==> src/rtl/osq_pkg.sv <==
package osq_pkg;

  typedef enum logic [2:0] {
    MODE_OFF    = 3'd0,
    MODE_SINGLE = 3'd1,
    MODE_QUAD1  = 3'd2,
    MODE_QUAD2  = 3'd3,
    MODE_QUAD4  = 3'd4
  } osq_mode_e;

  // minimum number of equal samples the glitch filter demands
  localparam int OSQ_FILT_BASE = 5;

endpackage

==> src/rtl/osq_input_filter.sv <==
module osq_input_filter #(
  parameter int FILT_LEN_W = 4,
  parameter int FILT_BASE  = 5
) (
  input  logic                  clk,
  input  logic                  rst_n,
  input  logic                  active_i,
  input  logic [FILT_LEN_W-1:0] len_i,
  input  logic                  raw_i,
  output logic                  clean_o
);

  localparam int RUN_W = $clog2((1 << FILT_LEN_W) + FILT_BASE);

  logic             meta_q, samp_q, clean_q, clean_d, differ;
  logic [RUN_W-1:0] run_q, run_d, limit;

  // acceptance window: a new level must be seen len_i + FILT_BASE times
  always_comb begin
    limit   = RUN_W'(len_i) + RUN_W'(FILT_BASE - 1);
    differ  = samp_q ^ clean_q;
    clean_d = clean_q;
    run_d   = '0;
    if (!active_i) begin
      clean_d = samp_q;
    end else if (differ) begin
      if (run_q >= limit) clean_d = samp_q;
      else                run_d   = run_q + 1'b1;
    end
  end

  always_ff @(posedge clk or negedge rst_n) begin
    if (!rst_n) begin
      meta_q  <= 1'b0;
      samp_q  <= 1'b0;
      clean_q <= 1'b0;
      run_q   <= '0;
    end else begin
      meta_q  <= raw_i;
      samp_q  <= meta_q;
      clean_q <= clean_d;
      run_q   <= run_d;
    end
  end

  assign clean_o = clean_q;

  // while the window is still open the clean level must not move
  p_filter_hold_r11: assert property (@(posedge clk) disable iff (!rst_n)
    (active_i && differ && (run_q < limit)) |=> $stable(clean_q));

  // an accepted level is always one the synchronizer presented
  p_filter_source_r11: assert property (@(posedge clk) disable iff (!rst_n)
    !$stable(clean_q) |-> (clean_q == $past(samp_q)));

endmodule

==> src/rtl/osq_quad_decode.sv <==
module osq_quad_decode
  import osq_pkg::*;
(
  input  logic       clk,
  input  logic       rst_n,
  input  logic [2:0] mode_i,
  input  logic       edge_fall_i,
  input  logic       dir_down_i,
  input  logic       s1_dir_en_i,
  input  logic       flutter_en_i,
  input  logic       restart_i,
  input  logic       s0_i,
  input  logic       s1_i,
  output logic       up_o,
  output logic       dn_o
);

  osq_mode_e mode_e;
  logic p0_q, p1_q;
  logic fv_q, fv_d, fdir_q, fdir_d;
  logic ch0, ch1, fwd, is_quad, cand, dir_up, drop;

  assign mode_e = osq_mode_e'(mode_i);

  always_comb begin
    ch0     = s0_i ^ p0_q;
    ch1     = s1_i ^ p1_q;
    // S0 leading S1 is forward: new S1 equals the old S0
    fwd     = (p0_q == s1_i);
    is_quad = 1'b0;
    cand    = 1'b0;
    dir_up  = fwd;
    case (mode_e)
      MODE_SINGLE: begin
        cand   = ch0 && (s0_i != edge_fall_i);
        dir_up = !(dir_down_i ^ (s1_dir_en_i & ~s1_i));
      end
      MODE_QUAD1: begin
        is_quad = 1'b1;
        cand    = ch0 && !ch1 && !s1_i;
      end
      MODE_QUAD2: begin
        is_quad = 1'b1;
        cand    = ch0 && !ch1;
      end
      MODE_QUAD4: begin
        is_quad = 1'b1;
        cand    = ch0 ^ ch1;
      end
      default: cand = 1'b0;
    endcase

    drop = flutter_en_i && is_quad && cand && fv_q && (fdir_q != dir_up);

    fv_d   = fv_q;
    fdir_d = fdir_q;
    if (restart_i) begin
      fv_d = 1'b0;
    end else if (is_quad && cand) begin
      fv_d   = 1'b1;
      fdir_d = dir_up;
    end

    up_o = cand && !drop && dir_up;
    dn_o = cand && !drop && !dir_up;
  end

  always_ff @(posedge clk or negedge rst_n) begin
    if (!rst_n) begin
      p0_q   <= 1'b0;
      p1_q   <= 1'b0;
      fv_q   <= 1'b0;
      fdir_q <= 1'b1;
    end else begin
      p0_q   <= s0_i;
      p1_q   <= s1_i;
      fv_q   <= fv_d;
      fdir_q <= fdir_d;
    end
  end

  // a disabled or unused mode code never produces a count
  p_off_quiet_r1: assert property (@(posedge clk) disable iff (!rst_n)
    !(mode_e inside {MODE_SINGLE, MODE_QUAD1, MODE_QUAD2, MODE_QUAD4}) |-> (!up_o && !dn_o));

  // 1X counts only on S0 edges taken while S1 stays low
  p_q1_s1low_r4: assert property (@(posedge clk) disable iff (!rst_n)
    ((mode_e == MODE_QUAD1) && (up_o || dn_o)) |-> (!s1_i && !p1_q));

  // once a direction is stored, flutter removal only lets that direction through
  p_flutter_dir_r12: assert property (@(posedge clk) disable iff (!rst_n)
    (flutter_en_i && is_quad && fv_q && (up_o || dn_o)) |-> (up_o == fdir_q));

endmodule

==> src/rtl/osq_count_core.sv <==
module osq_count_core #(
  parameter int CNT_W = 16
) (
  input  logic             clk,
  input  logic             rst_n,
  input  logic             load_i,
  input  logic [CNT_W-1:0] load_cnt_i,
  input  logic [CNT_W-1:0] load_top_i,
  input  logic             up_i,
  input  logic             dn_i,
  input  logic             hyst_i,
  input  logic [1:0]       clr_i,
  output logic [CNT_W-1:0] cnt_o,
  output logic [CNT_W-1:0] top_o,
  output logic             ovf_o,
  output logic             unf_o
);

  logic [CNT_W-1:0] cnt_q, cnt_d, top_q, top_d, half;
  logic             ovf_q, ovf_d, unf_q, unf_d;

  always_comb begin
    half  = top_q >> 1;
    cnt_d = cnt_q;
    top_d = top_q;
    ovf_d = ovf_q & ~clr_i[0];
    unf_d = unf_q & ~clr_i[1];
    if (load_i) begin
      cnt_d = load_cnt_i;
      top_d = load_top_i;
    end else if (up_i) begin
      if (cnt_q >= top_q) begin
        cnt_d = hyst_i ? half : '0;
        ovf_d = 1'b1;
      end else begin
        cnt_d = cnt_q + 1'b1;
      end
    end else if (dn_i) begin
      if (cnt_q == '0) begin
        cnt_d = hyst_i ? half : top_q;
        unf_d = 1'b1;
      end else begin
        cnt_d = cnt_q - 1'b1;
      end
    end
  end

  always_ff @(posedge clk or negedge rst_n) begin
    if (!rst_n) begin
      cnt_q <= '0;
      top_q <= '1;
      ovf_q <= 1'b0;
      unf_q <= 1'b0;
    end else begin
      cnt_q <= cnt_d;
      top_q <= top_d;
      ovf_q <= ovf_d;
      unf_q <= unf_d;
    end
  end

  assign cnt_o = cnt_q;
  assign top_o = top_q;
  assign ovf_o = ovf_q;
  assign unf_o = unf_q;

  // an overflow lands at zero or at the hysteresis midpoint
  p_wrap_up_r7: assert property (@(posedge clk) disable iff (!rst_n)
    $rose(ovf_q) |-> ((cnt_q == '0) || (cnt_q == (top_q >> 1))));

  // an underflow lands at TOP or at the hysteresis midpoint
  p_wrap_dn_r7: assert property (@(posedge clk) disable iff (!rst_n)
    $rose(unf_q) |-> ((cnt_q == top_q) || (cnt_q == (top_q >> 1))));

  // flags only drop through their clear strobe
  p_ovf_sticky_r9: assert property (@(posedge clk) disable iff (!rst_n)
    (ovf_q && !clr_i[0]) |=> ovf_q);
  p_unf_sticky_r9: assert property (@(posedge clk) disable iff (!rst_n)
    (unf_q && !clr_i[1]) |=> unf_q);

  // a load writes both registers on the next edge
  p_load_r10: assert property (@(posedge clk) disable iff (!rst_n)
    load_i |=> ((cnt_q == $past(load_cnt_i)) && (top_q == $past(load_top_i))));

  // without a load or a count event the counter holds
  p_idle_hold_r1: assert property (@(posedge clk) disable iff (!rst_n)
    (!load_i && !up_i && !dn_i) |=> $stable(cnt_q));

endmodule

==> src/rtl/osq_pulse_counter.sv <==
module osq_pulse_counter
  import osq_pkg::*;
#(
  parameter int CNT_W      = 16,
  parameter int FILT_LEN_W = 4
) (
  input  logic                  clk,
  input  logic                  rst_n,
  input  logic [2:0]            mode_i,
  input  logic                  edge_fall_i,
  input  logic                  dir_down_i,
  input  logic                  s1_dir_en_i,
  input  logic                  filt_en_i,
  input  logic [FILT_LEN_W-1:0] filt_len_i,
  input  logic                  flutter_en_i,
  input  logic                  hyst_en_i,
  input  logic                  load_i,
  input  logic [CNT_W-1:0]      load_count_i,
  input  logic [CNT_W-1:0]      load_top_i,
  input  logic [1:0]            flag_clr_i,
  input  logic                  s0_i,
  input  logic                  s1_i,
  output logic [CNT_W-1:0]      count_o,
  output logic [CNT_W-1:0]      top_o,
  output logic                  ovf_o,
  output logic                  unf_o
);

  localparam int N_IN = 2;

  logic [1:0]      rst_pipe;
  logic            rst_n_s;
  logic            mode_on, filt_active;
  logic [N_IN-1:0] raw, clean;
  logic            ev_up, ev_dn;

  // asynchronous assertion, synchronous release
  always_ff @(posedge clk or negedge rst_n) begin
    if (!rst_n) rst_pipe <= 2'b00;
    else        rst_pipe <= {rst_pipe[0], 1'b1};
  end
  assign rst_n_s = rst_pipe[1];

  assign mode_on     = (mode_i >= 3'(MODE_SINGLE)) && (mode_i <= 3'(MODE_QUAD4));
  assign filt_active = filt_en_i && mode_on;
  assign raw         = {s1_i, s0_i};

  for (genvar gi = 0; gi < N_IN; gi++) begin : g_in
    osq_input_filter #(
      .FILT_LEN_W (FILT_LEN_W),
      .FILT_BASE  (OSQ_FILT_BASE)
    ) u_filt (
      .clk      (clk),
      .rst_n    (rst_n_s),
      .active_i (filt_active),
      .len_i    (filt_len_i),
      .raw_i    (raw[gi]),
      .clean_o  (clean[gi])
    );
  end

  osq_quad_decode u_dec (
    .clk          (clk),
    .rst_n        (rst_n_s),
    .mode_i       (mode_i),
    .edge_fall_i  (edge_fall_i),
    .dir_down_i   (dir_down_i),
    .s1_dir_en_i  (s1_dir_en_i),
    .flutter_en_i (flutter_en_i),
    .restart_i    (load_i),
    .s0_i         (clean[0]),
    .s1_i         (clean[1]),
    .up_o         (ev_up),
    .dn_o         (ev_dn)
  );

  osq_count_core #(
    .CNT_W (CNT_W)
  ) u_core (
    .clk        (clk),
    .rst_n      (rst_n_s),
    .load_i     (load_i),
    .load_cnt_i (load_count_i),
    .load_top_i (load_top_i),
    .up_i       (ev_up),
    .dn_i       (ev_dn),
    .hyst_i     (hyst_en_i),
    .clr_i      (flag_clr_i),
    .cnt_o      (count_o),
    .top_o      (top_o),
    .ovf_o      (ovf_o),
    .unf_o      (unf_o)
  );

  // the decoder never asks for both directions at once
  p_one_dir_r6: assert property (@(posedge clk) disable iff (!rst_n_s)
    !(ev_up && ev_dn));

endmodule

==> config.mk <==
export PLATFORM = sky130hd
export DESIGN_NAME = osq_pulse_counter
export DESIGN_NICKNAME = d
export VERILOG_FILES = /design/src/rtl/osq_pkg.sv /design/src/rtl/osq_input_filter.sv /design/src/rtl/osq_quad_decode.sv /design/src/rtl/osq_count_core.sv /design/src/rtl/osq_pulse_counter.sv
export SDC_FILE = /design/constraint.sdc
export NUM_CORES = 1
export LEC_CHECK = 0
export BUFFER_PORTS_ARGS = -buffer_cell sky130_fd_sc_hd__buf_2
export CAP_MARGIN = 20
export CORE_UTILIZATION = 61
export CTS_CLUSTER_DIAMETER = 60
export DETAILED_ROUTE_END_ITERATION = 10
export PLACE_DENSITY = 0.89
export RECOVER_POWER = 25
export REMOVE_ABC_BUFFERS = 1
export SETUP_SLACK_MARGIN = 0.2
export SKIP_CTS_REPAIR_TIMING = 1
export SLEW_MARGIN = 30
export SYNTH_ARGS = -nofsm -noshare
export SYNTH_HDL_FRONTEND = slang
export SYNTH_HIERARCHICAL = 1
export SYNTH_SLANG_ARGS = --single-unit
==> constraint.sdc <==
create_clock -name clk -period 2.7 [get_ports clk]
set_input_delay 0.135 -clock clk [delete_from_list [all_inputs] [get_ports clk]]
set_output_delay 0.135 -clock clk [all_outputs]
set_load 0.05 [all_outputs]
==> out/results.txt, run 1 <==
Status: complete, but fails checks
Violated checks: setup timing
Highest ir drop seen on vdd: 0.5715 mV
Type of the worst min-delay path: input pin to flop
Total number of clock tree sinks: 56
Number of optimization iterations in the first detailed-route pass: 6
Area of the core: 6869 um2
Power density relative to cell area: 587.1 nW/um2
R2r startpoint: g_in[0].u_filt/clean_o$_DFFE_PN0P_
Number of primary I/O pins: 86
Wire length of the first global-routing pass: 19.78 mm
Worst reg-to-reg setup slack: -0.16 ns
Share of the core filled with cells in the final layout: 82.09%
Most frequent cell after synthesis: sky130_fd_sc_hd__nand2_1
Number of DRC markers in iteration 0: 510
Number of antenna repair diodes: 0
Post-synthesis instance area: 4395 um2
Share of the yosys chip area belonging to registers: 32.37%
Final worst clock skew: 0.006771 ns
R2r endpoint: u_core/cnt_o[6]$_DFFE_PN0P_
Post-synth top cells: sky130_fd_sc_hd__nand2_1 (57), sky130_fd_sc_hd__inv_1 (42), sky130_fd_sc_hd__dfrtp_1 (39)
Setup ws final: -0.1560 ns
HPWL after detailed placement: 9.462 mm
Fraction of registers with async set or reset after synthesis: 100.0%
TritonCTS clock tree: yes
Final Routed Wirelength: 14.28 mm
Number of antenna violations at the first check in global routing: 0
Arrival time at the worst endpoint: 3.08 ns
H-tree lvl count: 2
Layout cells sized above 1: 36.69%
Count of antenna-violating nets left after detailed routing: 0
Final hold violation count: 0
Post-synth top area share: 22.20%
DIE AREA: 7549 um2
Area delta synth->final: 28.29%
Clock-pin slew on the worst setup and hold paths: 0.10 ns
Port Buf Inserts: 85
Via count: 4674
Total Nets Final: 701
Overall power: 3.311 mW
Worst slew margin relative to its limit: 27.59%
Startpoint class of the critical path: flop
Clock Tree Root: sky130_fd_sc_hd__clkbuf_8
Register bit total from synthesis: 56
Average detailed-routed wire length per instance: 20.05 um
WHS Endpoint: u_core/unf_o$_DFF_PN0_
Count of flip-flops with a built-in enable after synthesis: 0
Post-layout minimum cycle time: 2.856 ns
Die height: 86.89 um
Final count of pins violating max slew: 0
Number of vias per cell after detailed routing: 6.565
Crit end category: flop
Yosys Warn Count: 6
Die extent in x: 86.89 um
Type of the setup path with the least slack: flop to flop
Least-Margin Pin Slew: 1.086 ns
Largest cells by area after synthesis: sky130_fd_sc_hd__dfrtp_1 (22%), sky130_fd_sc_hd__dfstp_2 (10%), sky130_fd_sc_hd__ha_1 (9.7%)
Standard-cell rows: 30
Fin crit share: 105.8%
Pin count of the biggest net entering global routing: 49
DRC viols: 0
Post-Synthesis Cells: 499
Clk Latency, worst-skew pair: 0.31 ns
Final setup violation count: 16
Initial Util: 63.99%
Top_reg_cell synth: sky130_fd_sc_hd__dfrtp_1
Reg2Reg Depth: 13
Max_cap viols: 0
CTS buffer count: 5
Startpoint of the tightest hold check path: flag_clr_i[1]
Via count of the first global-routing pass: 4137
Number of cells on the worst hold path: 2
Static Leak: 2.538 nW
GRT Resource Usage Total: 33.96%
CTS max path bufs: 2
Global placement routability congestion: 0.9741
Average instance area after synthesis: 8.809 um2
Timing-limited maximum frequency: 350.1 MHz
RSZ-0062 raised after global routing: true
Cell taking the most area after synthesis: sky130_fd_sc_hd__dfrtp_1
Maximum fanout encountered on the critical timing path: 7
Data required time of the worst path: 2.93 ns
Grt total ovfl: 0
Distinct cell type count after synthesis: 83
-- stage by stage --
step / cell area [um2] / std cells / hold WS [ns] / setup TNS [ns] / setup slack (ns)
2_1_floorplan: 4257 / 470 / -0.1606 / -1.788 / -0.2181
4_1_cts: 5205 / 699 / -0.4193 / -2.098 / -0.2922
3_3_place_gp: 5116 / 691 / -0.08038 / -0.3744 / -0.1321
5_1_grt: 5639 / 712 / 0.005041 / -2.515 / -0.2406
3_5_place_dp: 5116 / 691 / -0.07535 / -1.722 / -0.2769
6_report: 5639 / 712 / 0.007113 / -1.415 / -0.1560
-- per-layer routing --
layer	part of all wire (%)	global-route usage, %
met3	10	4.739
met2	46	56.34
met5	0	0
met1	38	45.19
met4	5.8	12.73
-- power by group --
group,internal [mW],switching (mW)
sequential,0.959,0.133
clock,0.186,0.286
combinational,0.654,1.09
total,1.80,1.51
-- cells in the final DEF, fill, tap and decap left out, types with 6 or more instances in the layout --
cell,instances
sky130_fd_sc_hd__buf_4,39
sky130_fd_sc_hd__dfstp_2,17
sky130_fd_sc_hd__buf_6,6
sky130_fd_sc_hd__xor2_1,13
sky130_fd_sc_hd__nand2_1,54
sky130_fd_sc_hd__nand4_1,6
sky130_fd_sc_hd__buf_2,85
sky130_fd_sc_hd__o21ai_0,32
sky130_fd_sc_hd__o21ai_1,6
sky130_fd_sc_hd__mux2i_1,9
sky130_fd_sc_hd__xnor2_1,15
sky130_fd_sc_hd__mux2_2,7
sky130_fd_sc_hd__ha_1,34
sky130_fd_sc_hd__inv_1,42
sky130_fd_sc_hd__nor2_1,25
sky130_fd_sc_hd__nand2b_1,7
sky130_fd_sc_hd__nor2_4,7
sky130_fd_sc_hd__nand3_1,12
sky130_fd_sc_hd__o21a_1,6
sky130_fd_sc_hd__dfrtp_1,39
sky130_fd_sc_hd__a21oi_1,8
-- flip-flops by register name (all words and copies together) (netlist names) --
name,cells
g_in.u_filt/clean_o,2
u_core/top_o,16
u_dec/p0_q,1
rst_pipe,2
u_core/cnt_o,16
u_core/unf_o,1
u_core/ovf_o,1
g_in.u_filt/run_q,10
u_dec/fdir_q,1
g_in.u_filt/samp_q,2
u_dec/p1_q,1
g_in.u_filt/meta_q,2
u_dec/fv_q,1
-- worst max path at each step --
stage                                            start                            to  cells after the start
finish              g_in[0].u_filt/clean_o$_DFFE_PN0P_   u_core/cnt_o[6]$_DFFE_PN0P_                     13
global route        g_in[0].u_filt/clean_o$_DFFE_PN0P_   u_core/cnt_o[9]$_DFFE_PN0P_                     14
CTS                               u_dec/p0_q$_DFF_PN0_  u_core/cnt_o[13]$_DFFE_PN0P_                     11
detailed placement                u_dec/p0_q$_DFF_PN0_  u_core/cnt_o[13]$_DFFE_PN0P_                     11
global placement                  u_dec/p0_q$_DFF_PN0_  u_core/cnt_o[14]$_DFFE_PN0P_                     12
floorplan                  u_core/cnt_o[0]$_DFFE_PN0P_   u_core/cnt_o[1]$_DFFE_PN0P_                      8
-- worst max-delay path: stages (launching register included) --
cell                       delay, ns
sky130_fd_sc_hd__dfrtp_1        0.41
sky130_fd_sc_hd__xor2_1         0.18
sky130_fd_sc_hd__ha_1           0.31
sky130_fd_sc_hd__nor4b_4        0.28
sky130_fd_sc_hd__a41oi_2        0.08
sky130_fd_sc_hd__buf_4          0.19
sky130_fd_sc_hd__nor3_4         0.23
sky130_fd_sc_hd__nor4_4         0.09
sky130_fd_sc_hd__or2_4          0.29
sky130_fd_sc_hd__buf_8          0.15
sky130_fd_sc_hd__buf_4          0.13
sky130_fd_sc_hd__a311oi_2       0.19
sky130_fd_sc_hd__o21ai_1        0.12
sky130_fd_sc_hd__o211ai_1       0.12
-- cells by family after synthesis --
group | synth area share (%)
XOR/XNOR | 5.579
AO/OA/AOI/OAI | 20.10
adder cells (fa/ha/maj) | 9.678
multiplexers | 4.868
AND/OR/NAND/NOR | 20.58
other | 0.08532
buffers and inverters | 6.746
flip-flops | 32.37
-- area by class of cell --
| type | count | area [um2] |
|---|---|---|
| Timing Repair Buffer | 138 | 873.3 |
| Clock inverter | 2 | 16.27 |
| Inverter | 42 | 157.7 |
| Clock buffer | 6 | 72.57 |
| Tap cell | 96 | 120.1 |
| Fill cell | 409 | 1230 |
| Sequential cell | 56 | 1423 |
| Multi-Input combinational cell | 372 | 2977 |
Power figures use the tool's default switching activity.
==> run 2: changes to the inputs <==
--- a/config.mk
+++ b/config.mk
@@ -14,7 +14,6 @@
 export RECOVER_POWER = 25
 export REMOVE_ABC_BUFFERS = 1
 export SETUP_SLACK_MARGIN = 0.2
-export SKIP_CTS_REPAIR_TIMING = 1
 export SLEW_MARGIN = 30
 export SYNTH_ARGS = -nofsm -noshare
 export SYNTH_HDL_FRONTEND = slang
==> out/results.txt, run 2 (synthesis gave the netlist of run 1 again) <==
Logic gate share of total power: 52.8% (about the same)
Cell area after layout: 5694 um2 (was 5639 um2)
Wire length of the first global-routing pass: 21.30 mm (was 19.78 mm)
Power density relative to cell area: 585.5 nW/um2 (was 587.1 nW/um2)
Pin count of the biggest net entering global routing: 49 (unchanged)
Area delta synth->final: 29.55% (was 28.29%)
Type of the setup path with the least slack: flop to flop (unchanged)
Clk Latency, worst-skew pair: 0.32 ns (was 0.31 ns)
Number of optimization iterations in the first detailed-route pass: 8 (was 6)
Type of the worst min-delay path: input pin to flop (unchanged)
Clock Tree Root: sky130_fd_sc_hd__clkbuf_8 (unchanged)
Final hold violation count: 0 (unchanged)
H-tree lvl count: 2 (unchanged)
Least-Margin Pin Slew: 1.132 ns (was 1.086 ns)
Data required time of the worst path: 2.88 ns (was 2.93 ns)
Most frequent cells in the layout: sky130_fd_sc_hd__buf_2 (84), sky130_fd_sc_hd__nand2_1 (55), sky130_fd_sc_hd__buf_4 (47) (was sky130_fd_sc_hd__buf_2 (85), sky130_fd_sc_hd__nand2_1 (54), sky130_fd_sc_hd__inv_1 (42))
Total Nets Final: 714 (was 701)
Overall power: 3.334 mW (was 3.311 mW)
Violated checks: setup timing (unchanged)
Switching part of the total: 45.60% (was 45.67%)
Count of antenna-violating nets left after detailed routing: 0 (unchanged)
Die height: 86.89 um (unchanged)
Initial Util: 63.99% (unchanged)
Sequential group share of total power: 32.7% (was 33.0%)
TritonCTS clock tree: yes (unchanged)
Die extent in x: 86.89 um (unchanged)
Highest ir drop seen on vdd: 0.5533 mV (was 0.5715 mV)
Port Buf Inserts: 85 (unchanged)
Number of vias per cell after detailed routing: 6.521 (was 6.565)
Final worst clock skew: 0.005968 ns (was 0.006771 ns)
Number of antenna violations at the first check in global routing: 0 (unchanged)
Global placement routability congestion: 0.9741 (unchanged)
Total number of clock tree sinks: 56 (unchanged)
Instance area after placement: 5116 um2 (unchanged)
Multi-input gate area: 2919 um2 (was 2977 um2)
Status: complete, but fails checks (unchanged)
Average detailed-routed wire length per instance: 20.71 um (was 20.05 um)
Final standard cell count with taps included and fillers excluded: 725 (was 712)
Area of the core: 6869 um2 (unchanged)
Fin crit share: 104.4% (was 105.8%)
Final Routed Wirelength: 15.01 mm (was 14.28 mm)
Clock Power Share: 14.5% (was 14.2%)
Maximum fanout encountered on the critical timing path: 8 (was 7)
Timing-limited maximum frequency: 354.7 MHz (was 350.1 MHz)
Sequential cell area: 1423 um2 (unchanged)
DIE AREA: 7549 um2 (unchanged)
Number of cells after detailed placement: 691 (unchanged)
Via count: 4728 (was 4674)
Final count of pins violating max slew: 0 (unchanged)
Clock-pin slew on the worst setup and hold paths: 0.11 ns (was 0.10 ns)
Setup ws final: -0.1197 ns (was -0.1560 ns)
Most common cell after layout, fill and taps aside: sky130_fd_sc_hd__buf_2 (unchanged)
Number of antenna repair diodes: 0 (unchanged)
Startpoint class of the critical path: flop (unchanged)
DRC viols: 0 (unchanged)
Number of primary I/O pins: 86 (unchanged)
Count of fill cells added during filler insertion: 398 (was 409)
Max_cap viols: 0 (unchanged)
Net switching component of the power: 1.520 mW (was 1.512 mW)
RSZ-0062 raised after global routing: true (unchanged)
Final setup violation count: 14 (was 16)
Standard-cell rows: 30 (unchanged)
Layout cells sized above 1: 35.93% (was 36.69%)
GRT Resource Usage Total: 36.70% (was 33.96%)
Arrival time at the worst endpoint: 3.00 ns (was 3.08 ns)
CTS max path bufs: 2 (unchanged)
Post-layout minimum cycle time: 2.820 ns (was 2.856 ns)
Internal power summed over all cells: 1.814 mW (was 1.799 mW)
Static Leak: 2.588 nW (was 2.538 nW)
CTS buffer count: 5 (unchanged)
Number of DRC markers in iteration 0: 612 (was 510)
Via count of the first global-routing pass: 4454 (was 4137)
Crit end category: flop (unchanged)
Grt total ovfl: 0 (unchanged)
HPWL after detailed placement: 9.462 mm (unchanged)
Worst slew margin relative to its limit: 24.53% (was 27.59%)
[run 2: cell types whose count changed in the layout (fill, tap and decap cells not counted), sizes merged]
cell | before | now
clkbuf | 8 | 9
dlygate4sd3 | 3 | 5
buf | 133 | 143
[run 2: layer usage]
metal	global-route usage (%)	vias to the layer above	routed length (um)
li1	-	2033	-
met1	46.53	2217	5547
met2	60.49	376	6972
met3	6.635	102	1669
met4	17.88	0	824
met5	0	-	0
[run 2: repair_timing]
item,4_1_cts,5_1_grt
pin swaps,19,12
hold endpoints to repair,6,0
buffers inserted,8,13
setup endpoints to repair,16,16
gates cloned,0,0
gates resized for setup,47,20
hold buffers,5,0
[run 2: area by class of cell]
cell class | instances | area share, %
clock inverter | 2 | 0.2857
timing repair buffer | 151 | 17.31
multi-input combinational | 372 | 51.26
clock buffer | 6 | 1.274
inverter | 42 | 2.769
sequential | 56 | 24.98
tap | 96 | 2.109
[run 2: worst paths after layout]
| path | slack, ns | start | cells past startpoint | to |
|---|---|---|---|---|
| worst min-delay path | 0.02 | load_top_i[2] | 3 | u_core/top_o[2]$_DFFE_PN1P_ |
| worst max-delay path | -0.12 | g_in[0].u_filt/clean_o$_DFFE_PN0P_ | 10 | u_core/cnt_o[11]$_DFFE_PN0P_ |
| min in group asynchronous | 0.12 | rst_n | 2 | rst_pipe[1]$_DFF_PN0_ |
| worst max register to register | -0.12 | g_in[0].u_filt/clean_o$_DFFE_PN0P_ | 10 | u_core/cnt_o[11]$_DFFE_PN0P_ |
| worst min register to register | 0.36 | g_in[0].u_filt/meta_q$_DFF_PN0_ | 0 | g_in[0].u_filt/samp_q$_DFF_PN0_ |
| max in group asynchronous | 1.41 | rst_pipe[1]$_DFF_PN0_ | 1 | u_core/top_o[13]$_DFFE_PN1P_ |
[run 2: worst max-delay path, stage by stage, from the launching register on]
cell	delay, ns
sky130_fd_sc_hd__dfrtp_1	0.39
sky130_fd_sc_hd__buf_4	0.12
sky130_fd_sc_hd__clkbuf_1	0.21
sky130_fd_sc_hd__or3b_1	0.39
sky130_fd_sc_hd__a21boi_2	0.23
sky130_fd_sc_hd__mux2_1	0.18
sky130_fd_sc_hd__o21a_4	0.20
sky130_fd_sc_hd__inv_1	0.13
sky130_fd_sc_hd__buf_4	0.16
sky130_fd_sc_hd__o311ai_0	0.49
sky130_fd_sc_hd__a31oi_1	0.17
[run 2: through the flow]
step	hold slack (ns)	utilization (%)	worst slack (ns)	setup TNS, ns
floorplan	-0.1606	-	-0.2181	-1.788
global placement	-0.08038	74.48	-0.1321	-0.3744
detailed placement	-0.07535	74.48	-0.2769	-1.722
CTS	0.02077	80.11	-0.04600	-0.09272
global route	0.03166	82.90	-0.2608	-2.244
finish	0.02211	82.90	-0.1197	-0.8230
[run 2: power groups by stage]
| stage | combinational [mW] | clock [mW] | sequential (mW) |
|---|---|---|---|
| after floorplan | 0.630 | 0 | 1.43 |
| after global placement | 1.44 | 0 | 1.09 |
| after CTS | 1.59 | 0.483 | 1.08 |
| after global routing | 1.85 | 0.509 | 1.10 |
| final | 1.76 | 0.483 | 1.09 |
| after detailed placement | 1.48 | 0 | 1.09 |
